--- src/rtl/divp_pkg.sv ---
package divp_pkg;
  localparam int QUAD_PHASES = 4;
  localparam int QIDX_W      = 2;
  typedef logic [QIDX_W-1:0] quad_idx_t;
  typedef logic [QUAD_PHASES-1:0] quad_vec_t;
endpackage

--- src/rtl/quad_phase_gen.sv ---
module quad_phase_gen
  import divp_pkg::*;
(
  input  logic      clk,
  input  logic      rst_n,
  output quad_vec_t phases
);
  // Two-flop twisted ring: states 00 -> 01 -> 11 -> 10, period 4.
  logic [1:0] ring_q;

  always_ff @(posedge clk) begin
    if (!rst_n) ring_q <= 2'b00;
    else        ring_q <= {ring_q[0], ~ring_q[1]};
  end

  // Each successive phase lags the previous by one input cycle.
  assign phases = {~ring_q[1], ~ring_q[0], ring_q[1], ring_q[0]};
endmodule

--- src/rtl/phase_swallow.sv ---
module phase_swallow
  import divp_pkg::*;
(
  input  logic      clk,
  input  logic      rst_n,
  input  quad_vec_t phases,
  input  logic      wrap,
  input  logic [1:0] swallow_new,
  output logic      tick,
  output logic      pre_out,
  output quad_idx_t sel
);
  logic       mux_q;
  logic [1:0] left_q;
  logic       step;

  assign pre_out = phases[sel];
  assign tick    = pre_out & ~mux_q;

  // Step on the selected phase's rising edge; at a period boundary the
  // fresh swallow count applies to the front period that starts there.
  always_comb begin
    if (!tick)     step = 1'b0;
    else if (wrap) step = (swallow_new != 2'd0);
    else           step = (left_q != 2'd0);
  end

  always_ff @(posedge clk) begin
    if (!rst_n) begin
      mux_q  <= 1'b0;
      left_q <= 2'd0;
      sel    <= '0;
    end else begin
      mux_q <= pre_out;
      if (tick) begin
        if (wrap)
          left_q <= (swallow_new == 2'd0) ? 2'd0 : swallow_new - 2'd1;
        else if (left_q != 2'd0)
          left_q <= left_q - 2'd1;
      end
      if (step) sel <= sel + 2'd1;
    end
  end
endmodule

--- src/rtl/dual_mod_cell.sv ---
module dual_mod_cell (
  input  logic clk,
  input  logic rst_n,
  input  logic tick_in,
  input  logic con,
  input  logic mod_in,
  output logic tick_out,
  output logic mod_out
);
  logic [1:0] cnt_q;
  logic       last;

  // Three input ticks for this output only when both stretch and mode are set.
  assign last     = (cnt_q == ((con & mod_in) ? 2'd2 : 2'd1));
  assign tick_out = tick_in & last;
  assign mod_out  = mod_in & last;

  always_ff @(posedge clk) begin
    if (!rst_n)       cnt_q <= 2'd0;
    else if (tick_in) cnt_q <= last ? 2'd0 : cnt_q + 2'd1;
  end
endmodule

--- src/rtl/phase_switch_prescaler.sv ---
module phase_switch_prescaler
  import divp_pkg::*;
#(
  parameter int NCELL = 2
) (
  input  logic             clk,
  input  logic             rst_n,
  input  logic [NCELL+1:0] ratio_sel,
  output logic             pre_out,
  output logic             div_out
);
  localparam int RW = NCELL + 2;

  quad_vec_t       phases;
  quad_idx_t       sel;
  logic            tick;
  logic            wrap;
  logic [RW-1:0]   ratio_q;
  logic [NCELL:0]  tk;
  logic [NCELL:0]  md;

  quad_phase_gen u_qpg (
    .clk    (clk),
    .rst_n  (rst_n),
    .phases (phases)
  );

  phase_swallow u_front (
    .clk         (clk),
    .rst_n       (rst_n),
    .phases      (phases),
    .wrap        (wrap),
    .swallow_new (ratio_sel[1:0]),
    .tick        (tick),
    .pre_out     (pre_out),
    .sel         (sel)
  );

  assign tk[0]     = tick;
  assign md[NCELL] = 1'b1;

  generate
    for (genvar i = 0; i < NCELL; i++) begin : g_cell
      dual_mod_cell u_cell (
        .clk      (clk),
        .rst_n    (rst_n),
        .tick_in  (tk[i]),
        .con      (ratio_q[i+2]),
        .mod_in   (md[i+1]),
        .tick_out (tk[i+1]),
        .mod_out  (md[i])
      );
    end
  endgenerate

  assign wrap = tk[NCELL];

  always_ff @(posedge clk) begin
    if (!rst_n) begin
      ratio_q <= '0;
      div_out <= 1'b0;
    end else begin
      if (wrap) ratio_q <= ratio_sel;
      div_out <= wrap;
    end
  end
endmodule

--- config.mk ---
export PLATFORM = sky130hd
export DESIGN_NAME = phase_switch_prescaler
export DESIGN_NICKNAME = d
export VERILOG_FILES = /design/src/rtl/divp_pkg.sv /design/src/rtl/quad_phase_gen.sv /design/src/rtl/phase_swallow.sv /design/src/rtl/dual_mod_cell.sv /design/src/rtl/phase_switch_prescaler.sv
export SDC_FILE = /design/constraint.sdc
export NUM_CORES = 1
export LEC_CHECK = 0
export BUFFER_PORTS_ARGS = -buffer_cell sky130_fd_sc_hd__buf_2
export CORE_MARGIN = 1.5
export CORE_UTILIZATION = 50
export CTS_CLUSTER_SIZE = 40
export DETAILED_ROUTE_END_ITERATION = 10
export PLACE_DENSITY = 0.77
export SLEW_MARGIN = 20
export SYNTH_ARGS = -nofsm -noshare
export SYNTH_HDL_FRONTEND = slang
export SYNTH_HIERARCHICAL = 1
export SYNTH_SLANG_ARGS = --single-unit
--- constraint.sdc ---
create_clock -name clk -period 5.38 [get_ports clk]
set_input_delay 0.538 -clock clk [delete_from_list [all_inputs] [get_ports clk]]
set_output_delay 0.538 -clock clk [all_outputs]
set_load 0.05 [all_outputs]
### Yosys cells after proc, flatten, opt, wreduce, memory -nomap -nowiden

Index checks and enable logic that the tools add are counted.
W data, S select, Z words.

| operators by class | value |
|---|---|
| $add $sub $neg | 5 |
| $mul | 0 |
| divide/modulo/power cells | 0 |
| order comparisons | 1 |
| equality and inequality tests | 2 |
| shift operators | 0 |
| multiplexer cells | 11 |
| bitwise gates (word level) | 7 |
| reductions and logical operators | 5 |

Operators with widths:

| kind | number |
|---|---|
| $mux W2 | 7 |
| $add A2 B1 Y2 const B | 3 |
| $reduce_bool A2 Y1 | 3 |
| $and A1 B1 Y1 | 4 |
| $eq A2 B2 Y1 | 2 |
| $sub A2 B1 Y2 const B | 2 |
| $lt A2 B3 Y1 const B | 1 |
| $mux W1 | 3 |
| $not A1 Y1 | 3 |
| $bmux W1 S2 | 1 |
| $logic_not A2 Y1 | 1 |
| $reduce_and A2 Y1 | 1 |

| word-level totals | value |
|---|---|
| register bits after elaboration | 16 |
| bits in latches | 0 |
| bits in writable memories | 0 |
| bits in read-only memories | 0 |
| input bits | 6 |
| output and inout port bits | 2 |
| word-level logic and storage cells | 39 |
| memories | 0 |

### Logic depth before layout (Yosys ltp)

Gate-level depths: netlist of run 1.

| depth | value |
|---|---|
| word-level depth | 9 |
| mapped depth | 12 |
| gate-level depth less buffers | 12 |

### Modules after synthesis

Netlist of run 1, hierarchy kept.

Modules (own cells, without submodules):

| module | instances | cells an instance | area an instance (um^2) | seq. area each (um^2) |
|---|---|---|---|---|
| phase_swallow | 1 | 35 | 317.8 | 100.1 |
| dual_mod_cell | 2 | 18 | 142.6 | 40.0 |
| phase_switch_prescaler | 1 | 9 | 103.8 | 60.1 |
| quad_phase_gen | 1 | 6 | 62.6 | 40.0 |

### Worst setup path before layout of run 1

No wires, ideal clock.

| timing | value |
|---|---|
| path type | register to register |
| start | register g_cell[1].u_cell.cnt_q[1] |
| end | register u_front.sel[1] |
| library setup time | 115 ps |
| arrival | 2,625 ps |
| required time | 5,265 ps |
| slack | 2,640 ps |
| cell stages (with the launch flop) | 12 |
| path buffers | 0 |
| period minus slack after synthesis | 2,740 ps |
| cell sequence | dfxtp_1 -> and2b_1 -> nand2b_1 -> a21boi_0 -> nand4b_1 -> a21oi_1 -> inv_2 -> a21oi_1 -> nor2b_2 -> a2111oi_2 -> xor2_1 -> and2_1 |

| on the way | value |
|---|---|
| cells in the longest elaborated chain, start to end | 8 |

RTL lines:

| element | line | text |
|---|---|---|
| from (decl) | dual_mod_cell.sv:10 | `logic [1:0] cnt_q;` |
| from (signal assigned) | dual_mod_cell.sv:20 | `else if (tick_in) cnt_q <= last ? 2'd0 : cnt_q + 2'd1;` |
| $eq A2 B2 Y1 | dual_mod_cell.sv:14 | `assign last = (cnt_q == ((con & mod_in) ? 2'd2 : 2'd1));` |
| named net md[1] | phase_switch_prescaler.sv:20 | `logic [NCELL:0] md;` |
| $and A1 B1 Y1 | dual_mod_cell.sv:14 |  |
| $mux W2 | dual_mod_cell.sv:14 |  |
| $eq A2 B2 Y1 | dual_mod_cell.sv:14 |  |
| $and A1 B1 Y1 | dual_mod_cell.sv:15 | `assign tick_out = tick_in & last;` |
| named net tk[1] | phase_switch_prescaler.sv:19 | `logic [NCELL:0] tk;` |
| $and A1 B1 Y1 | dual_mod_cell.sv:15 |  |
| named net tk[2] | phase_switch_prescaler.sv:19 |  |
| $mux W1 | phase_swallow.sv:24 | `else if (wrap) step = (swallow_new != 2'd0);` |
| $mux W1 | phase_swallow.sv:23 | `if (!tick) step = 1'b0;` |
| to (signal assigned) | phase_swallow.sv:41 | `if (step) sel <= sel + 2'd1;` |
| to (decl) | phase_swallow.sv:11 | `output quad_idx_t sel` |

The timed path passes the listed nets, and every way through them passes these cells.
A chain may end at the register's enable or synchronous reset.

### Worst setup path in the final report of run 1

| timing | value |
|---|---|
| start | register g_cell[1].u_cell.cnt_q[0] |
| end | register u_front.sel[1] |

Same word-level chain as after synthesis.

==> impl_metrics.ini, run 1 <==
[global_route]
grt.total_usage_pct = 18.0
antenna_found_initial = 0
grt_max_degree = 16
grt_pass1_vias = 594
grt_pass1_wl_um = 2350
grt-ovfl-total = 0

[setup_path]
r2r-start = g_cell[1].u_cell/cnt_q[0]
cpMostUsedCell = a21oi_1
endpoint = u_front/sel[1]
cpPeakStageDelay_ns = 0.67
reg2reg_depth = 11
required_ns = 5.55
cp-end-kind = flip-flop
cp.arrival_ns = 3.32
critical_path_class = reg2reg
critPathLaunch = g_cell[1].u_cell/cnt_q[0]
path_cells = and2b_1 > nand2b_1 > a21boi_0 > nand4b_1 > a21oi_1 > inv_2 > a21oi_1 > nor2b_2 > a2111oi_2 > xor2_1 > and2_1
critical_path_depth = 11
critical-path-top-delay-family = compound AO/OA/AOI/OAI gates
r2r-end = u_front/sel[1]
crit_fanout = 10
worstSetupStartpointType = flip-flop
cp_num_buf_inv = 1
worst_path_max_delay_cell = a21oi_1
reg2reg_slack_ns = 2.23

[sta]
final-hold-violation-count = 0
fmax_mhz = 318
clock_skew_ns = 0.00141
finalCritPeriodShare_pct = 58.5
report.final.slew_viol_count = 0
fin_setup_tns_ns = 0
post-route-min-period_ns = 3.15
rsz0062_at_grt = no
maxSlewHeadroom_pct = 42.8
finalSetupViolCount = 0
tightest_slew_ns = 0.857

[cts]
cts.sinks = 14
ctsResizeCount = 0
htreeDepth = 1
cts_tree = yes
postCtsHoldBufs = 0
clockRootBuffer = clkbuf_4
cts_buffers = 3
insertion_delay_ns = 0.27
cts_buffer_depth = 2
cts_setup_buffers = 0
clkTransAtPathRegs_ns = 0.08

[final_layout]
fin_area_um2 = 843
final_common_cell = dfxtp_1
syn2layout_area_growth_pct = 12.7
drive_gt1_share_pct = 21.4
nNetsFinal = 107
antennaDiodeCount = 0
fill_cells = 119
most-common-layout-cells = dfxtp_1 (14), nand2_1 (7), buf_2 (7)

[die]
start_util_pct = 55.4
fp.dieH_um = 41.7
design.core.area_um2 = 1350
die_area_um2 = 1740
placementRows = 13
die_w_um = 41.7
num_io_pins = 8

[placement]
dp_hpwl_um = 971
port-buffer-count = 7
place.gp.congestion = 0.739
dpl_cell_area_um2 = 821

[status]
status = finished, final reports clean

[pwr]
peakVddDrop_mv = 0.147
powerDensity_nw_per_um2 = 224
p_leak_nw = 0.306

[route]
dr_total_vias = 619
routedWlPerCell_um = 11.5
drc = 0
first_pass_iters = 4
finalWirelength_um = 1300
drtIter0Drc = 6
via_per_inst = 5.48
ant_nets = 0

[job]
cap_violations = 0

[synth]
netlist_instances = 83
ys_warn_count = 6
avgSynthCellArea_um2 = 9.01
netlist_area_um2 = 748

[min_path]
min-delay-path-class = reg2reg
metal layers:
layer	up-vias	GRT usage (%)	wire, µm	share of wire, %
met5	-	0	0	0
met4	0	9.68	19	1.5
met3	4	6.52	42	3.2
met2	10	28.1	626	48
met1	286	21.3	610	47
li1	319	-	-	-
how the worst min path moves through the flow:
stage / start / to / depth (start not counted)
3_5_place_dp: u_qpg/ring_q[1] / u_qpg/ring_q[0] / 1
2_1_floorplan: u_qpg/ring_q[1] / u_qpg/ring_q[0] / 1
6_report: u_qpg/ring_q[1] / u_qpg/ring_q[0] / 1
4_1_cts: u_qpg/ring_q[1] / u_qpg/ring_q[0] / 1
3_3_place_gp: u_qpg/ring_q[1] / u_qpg/ring_q[0] / 1
5_1_grt: u_qpg/ring_q[1] / u_qpg/ring_q[0] / 1
through the flow:
step           instances  setup WS [ns]  utilization, %  hold WS (ns)  power [W]
2_1_floorplan         88           2.68               -         0.435   0.000128
3_3_place_gp         110           2.34            60.8         0.449   0.000134
3_5_place_dp         110           2.29            60.8         0.457   0.000134
4_1_cts              113           2.27            62.5         0.476   0.000192
5_1_grt              113           1.80            62.5         0.502   0.000201
6_report             113           2.23            62.5         0.468   0.000189
registers in the layout, summed over array words and instances, names as in the netlist:
| signal | flops |
|---|---|
| u_front/sel | 2 |
| g_cell.u_cell/cnt_q | 4 |
| u_front/left_q | 2 |
| u_front/mux_q | 1 |
| div_out | 1 |
| ratio_q | 2 |
| u_qpg/ring_q | 2 |
cell type report:
class | count | area [µm²] | share of cell area [%]
inverters | 7 | 26.3 | 3.12
multi-input cells | 67 | 460 | 54.6
clock buffers | 3 | 22.5 | 2.67
well taps | 15 | 18.8 | 2.23
flip-flops and latches | 14 | 280 | 33.2
repair buffers | 7 | 35.0 | 4.15
report_power, final:
| group | switching [W] | total (W) | internal (W) |
|---|---|---|---|
| logic | 0.0000133 | 0.0000232 | 0.00000990 |
| clock network | 0.0000311 | 0.0000570 | 0.0000259 |
| registers | 0.00000236 | 0.000109 | 0.000106 |
| total | 0.0000468 | 0.000189 | 0.000142 |
No activity file was read; power rests on OpenSTA's default activity.
==> inputs of run 2 (changes only) <==
==> constraint.sdc (replaced) <==
create_clock -name clk -period 3.05 [get_ports clk]
set_input_delay 0.305 -clock clk [delete_from_list [all_inputs] [get_ports clk]]
set_output_delay 0.305 -clock clk [all_outputs]
set_load 0.05 [all_outputs]
==> impl_metrics.ini, run 2 (synthesized netlist as in run 1, its figures left out) <==
[setup_path]
reg2reg_slack_ns = 0.38
required_ns = 3.24
worstSetupStartpointType = flip-flop
cp-end-kind = flip-flop
cpPeakStageDelay_ns = 0.50
cp_num_buf_inv = 1
worst_path_max_delay_cell = a21boi_0
r2r-start = g_cell[1].u_cell/cnt_q[0]
r2r-end = u_front/sel[1]
cp.arrival_ns = 2.86
critical-path-top-delay-family = compound AO/OA/AOI/OAI gates
crit_fanout = 6
cpMostUsedCell = a21oi_1
path_cells = and2b_1 > nand2b_1 > a21boi_0 > nand4b_1 > a21oi_1 > inv_2 > a21oi_1 > nor2b_2 > a2111oi_2 > xor2_1 > and2_1
reg2reg_depth = 11
critical_path_class = reg2reg

[cts]
cts.sinks = 14
htreeDepth = 1
cts_setup_buffers = 0
postCtsHoldBufs = 0
cts_buffer_depth = 2
cts_buffers = 3
ctsResizeCount = 0
cts_tree = yes
clkTransAtPathRegs_ns = 0.08
clockRootBuffer = clkbuf_4
insertion_delay_ns = 0.28

[min_path]
min-delay-start = ratio_sel[3]
min-delay-path-class = in2reg
worstHoldPathCells = 3
min_delay_worst_endpoint = ratio_q[3]

[placement]
port-buffer-count = 7
dp_slack_ns = 0.394
place.gp.congestion = 0.802
dp_hpwl_um = 947

[route]
routedWlPerCell_um = 11.1
dr_total_vias = 598
drc = 0
ant_nets = 0
via_per_inst = 5.20
finalWirelength_um = 1280
drtIter0Drc = 8
first_pass_iters = 4

[sta]
final-hold-violation-count = 0
tightest_slew_ns = 0.603
finalSetupViolCount = 0
maxSlewHeadroom_pct = 59.4
fin_setup_tns_ns = 0
fmax_mhz = 375
report.final.slew_viol_count = 0
clock_skew_ns = 0.00106
post-route-min-period_ns = 2.67
finalCritPeriodShare_pct = 87.5
fin_ws_ns = 0.380
rsz0062_at_grt = no

[final_layout]
largest-register = g_cell.u_cell/cnt_q
largest_reg_flops = 4
nNetsFinal = 108
syn2layout_area_growth_pct = 15.6
drive_gt1_share_pct = 23.0
fill_cells = 123
final_common_cell = dfxtp_1
antennaDiodeCount = 0
most-common-layout-cells = dfxtp_1 (14), nand2_1 (7), buf_2 (7)

[pwr]
p_switching_w = 0.0000883
switching_share_pct = 24.1
seq_power_share_pct = 52.4
combPwrFrac_pct = 11.1
p_int_w = 0.000278
powerDensity_nw_per_um2 = 424
pwr-share-clk_pct = 36.6
p_leak_nw = 0.319
peakVddDrop_mv = 0.252

[global_route]
grt.total_usage_pct = 16.2
grt_pass1_wl_um = 2140
grt-ovfl-total = 0
antenna_found_initial = 0
grt_max_degree = 16
grt_pass1_vias = 493

[die]
design.core.area_um2 = 1350
num_io_pins = 8
die_area_um2 = 1740
placementRows = 13
fp.dieH_um = 41.7
start_util_pct = 55.4
die_w_um = 41.7

[status]
status = finished, final reports clean

[job]
cap_violations = 0
[run 2: worst max-delay path by stage]
stage | slack [ns] | from | depth (start not counted) | end
2_1_floorplan | 0.35 | g_cell[1].u_cell/cnt_q[1] | 11 | u_front/sel[1]
3_3_place_gp | 0.54 | g_cell[1].u_cell/cnt_q[1] | 11 | u_front/sel[1]
3_5_place_dp | 0.39 | g_cell[1].u_cell/cnt_q[0] | 11 | u_front/sel[1]
4_1_cts | 0.38 | g_cell[1].u_cell/cnt_q[0] | 11 | u_front/sel[1]
5_1_grt | 0.07 | g_cell[1].u_cell/cnt_q[0] | 11 | u_front/sel[1]
6_report | 0.38 | g_cell[1].u_cell/cnt_q[0] | 11 | u_front/sel[1]
[run 2: worst reg2reg max path: stages, from the launching register on]
cell,delay (ns)
dfxtp_1,0.40
and2b_1,0.18
nand2b_1,0.06
a21boi_0,0.50
nand4b_1,0.16
a21oi_1,0.25
inv_2,0.09
a21oi_1,0.20
nor2b_2,0.09
a2111oi_2,0.36
xor2_1,0.11
and2_1,0.17
[run 2: power by group through the flow]
stage | Combinational, W | Sequential (W) | Clock, W
final | 0.0000405 | 0.000192 | 0.000134
after global routing | 0.0000456 | 0.000193 | 0.000147
after global placement | 0.0000397 | 0.000196 | 0
after detailed placement | 0.0000404 | 0.000196 | 0
after CTS | 0.0000408 | 0.000192 | 0.000140
after floorplan | 0.0000301 | 0.000195 | 0
[run 2: area by class of cell]
type | count | area, µm² | area share, %
Tap cell | 15 | 18.8 | 2.17
Inverter | 7 | 26.3 | 3.04
Timing Repair Buffer | 8 | 42.5 | 4.92
Clock buffer | 4 | 36.3 | 4.20
Multi-Input combinational cell | 67 | 460 | 53.3
Sequential cell | 14 | 280 | 32.4
[run 2: through the flow]
| stage | total power, W | hold slack, ns | utilization (%) | area [µm²] | instances |
|---|---|---|---|---|---|
| after floorplan | 0.000225 | 0.427 | - | 767 | 88 |
| after global placement | 0.000236 | 0.447 | 61.4 | 828 | 111 |
| after detailed placement | 0.000237 | 0.452 | 61.4 | 828 | 111 |
| after CTS | 0.000372 | 0.287 | 64.0 | 865 | 115 |
| after global routing | 0.000385 | 0.306 | 64.0 | 865 | 115 |
| final | 0.000366 | 0.292 | 64.0 | 865 | 115 |
[run 2: routing by layer]
metal | GRT usage [%] | up-vias | wire, µm
li1 | - | 323 | -
met1 | 21.3 | 262 | 599
met2 | 24.7 | 10 | 599
met3 | 6.52 | 3 | 62
met4 | 3.87 | 0 | 14
met5 | 0 | - | 0
==> inputs of run 3 (changes only) <==
--- a/config.mk
+++ b/config.mk
@@ -5,12 +5,12 @@
 export SDC_FILE = /design/constraint.sdc
 export NUM_CORES = 1
 export LEC_CHECK = 0
-export BUFFER_PORTS_ARGS = -buffer_cell sky130_fd_sc_hd__buf_2
 export CORE_MARGIN = 1.5
 export CORE_UTILIZATION = 50
 export CTS_CLUSTER_SIZE = 40
 export DETAILED_ROUTE_END_ITERATION = 10
-export PLACE_DENSITY = 0.77
+export DONT_BUFFER_PORTS = 1
+export PLACE_DENSITY = 0.73
 export SLEW_MARGIN = 20
 export SYNTH_ARGS = -nofsm -noshare
 export SYNTH_HDL_FRONTEND = slang
==> impl_metrics.ini, run 3 (synthesized netlist as in run 1, its figures left out) <==
[status]
status = finished, final reports clean

[cts]
cts_setup_buffers = 0
insertion_delay_ns = 0.27
cts_buffers = 3
cts.sinks = 14
postCtsHoldBufs = 0
clkTransAtPathRegs_ns = 0.08
htreeDepth = 1
cts_tree = yes
clockRootBuffer = clkbuf_4
ctsResizeCount = 0
cts_buffer_depth = 2

[setup_path]
cp.arrival_ns = 2.81
reg2reg_depth = 11
reg2reg_slack_ns = 0.42
r2r-end = u_front/sel[1]
required_ns = 3.23
endpoint = u_front/sel[1]
critPathLaunch = g_cell[1].u_cell/cnt_q[1]
worstSetupStartpointType = flip-flop
critical_path_class = reg2reg
r2r-start = g_cell[1].u_cell/cnt_q[1]
crit_fanout = 5
cp-end-kind = flip-flop

[pwr]
switching_share_pct = 23.7
combPwrFrac_pct = 10.3
seq_power_share_pct = 59.1
pwr-share-clk_pct = 30.6
p_switching_w = 0.0000768
powerDensity_nw_per_um2 = 398
peakVddDrop_mv = 0.342
power_w = 0.000325
p_leak_nw = 0.282
p_int_w = 0.000248

[min_path]
worstHoldPathCells = 1
min-delay-path-class = in2reg
min-delay-start = rst_n

[sta]
maxSlewHeadroom_pct = 28.0
rsz0062_at_grt = no
clock_skew_ns = 0.00422
report.final.slew_viol_count = 0
fin_setup_tns_ns = 0
fmax_mhz = 380
post-route-min-period_ns = 2.63
final-hold-violation-count = 0
tightest_slew_ns = 1.08
finalSetupViolCount = 0
finalCritPeriodShare_pct = 86.3

[global_route]
grt.total_usage_pct = 15.5
grt_pass1_wl_um = 2010
antenna_found_initial = 0
grt_pass1_vias = 488
grt-ovfl-total = 0
grt_max_degree = 16

[die]
fp.dieH_um = 41.7
die_area_um2 = 1740
num_io_pins = 8
placementRows = 13
start_util_pct = 55.4
design.core.area_um2 = 1350
die_w_um = 41.7

[final_layout]
drive_gt1_share_pct = 16.3
fin_util_pct = 60.4
largest-register = g_cell.u_cell/cnt_q
nNetsFinal = 101
antennaDiodeCount = 0
most-common-layout-cells = dfxtp_1 (14), nand2_1 (7), conb_1 (6)
final_common_cell = dfxtp_1
largest_reg_flops = 4
syn2layout_area_growth_pct = 9.03

[route]
drtIter0Drc = 4
routedWlPerCell_um = 11.2
dr_total_vias = 574
drc = 0
finalWirelength_um = 1200
via_per_inst = 5.36
ant_nets = 0
first_pass_iters = 4

[placement]
port-buffer-count = 0
place.gp.congestion = 0.784
dp_hpwl_um = 897

[job]
cap_violations = 0
==> run 3: through the flow <==
step           worst slack [ns]  hold WS (ns)  std cells  cell area [µm²]
2_1_floorplan             0.352         0.427         88              767
3_3_place_gp              0.508         0.428        104              793
3_5_place_dp              0.441         0.432        104              793
4_1_cts                   0.438         0.140        107              816
5_1_grt                   0.203         0.127        107              816
6_report                  0.417         0.148        107              816
==> run 3: worst min path at each step <==
| stage | to | slack [ns] |
|---|---|---|
| CTS | u_front/sel[1] | 0.14 |
| detailed placement | u_qpg/ring_q[1] | 0.43 |
| global placement | u_front/mux_q | 0.43 |
| finish | u_front/sel[1] | 0.15 |
| global route | u_front/sel[1] | 0.13 |
| floorplan | u_front/mux_q | 0.43 |
==> run 3: critical path, stage by stage, from the launching register on <==
cell and delay (ns):
dfxtp_1 0.34, and2b_1 0.23, nand2b_1 0.06, a21boi_0 0.46
nand4b_1 0.16, a21oi_1 0.24, inv_2 0.08, a21oi_1 0.21
nor2b_2 0.09, a2111oi_2 0.39, xor2_1 0.11, and2_1 0.16
==> run 3: per-layer routing <==
layer | track usage, % | vias to the layer above | share of wire (%)
met5 | 0 | - | 0
li1 | - | 305 | -
met4 | 5.81 | 0 | 1.4
met1 | 17.7 | 256 | 49
met3 | 9.13 | 2 | 6.7
met2 | 23.8 | 11 | 43
==> run 3: cell type report <==
type,instances,area [µm²]
Clock buffer,3,22.5
Fill cell,121,534
Inverter,7,26.3
Multi-Input combinational cell,67,460
Sequential cell,14,280
Tap cell,15,18.8
Timing Repair Buffer,1,7.51
==> run 3: power by group through the flow <==
stage	combinational [W]	sequential, W	clock [W]
2_1_floorplan	0.0000301	0.000195	0
3_3_place_gp	0.0000328	0.000196	0
3_5_place_dp	0.0000338	0.000196	0
4_1_cts	0.0000338	0.000192	0.000105
5_1_grt	0.0000378	0.000193	0.000113
6_report	0.0000335	0.000192	0.0000993
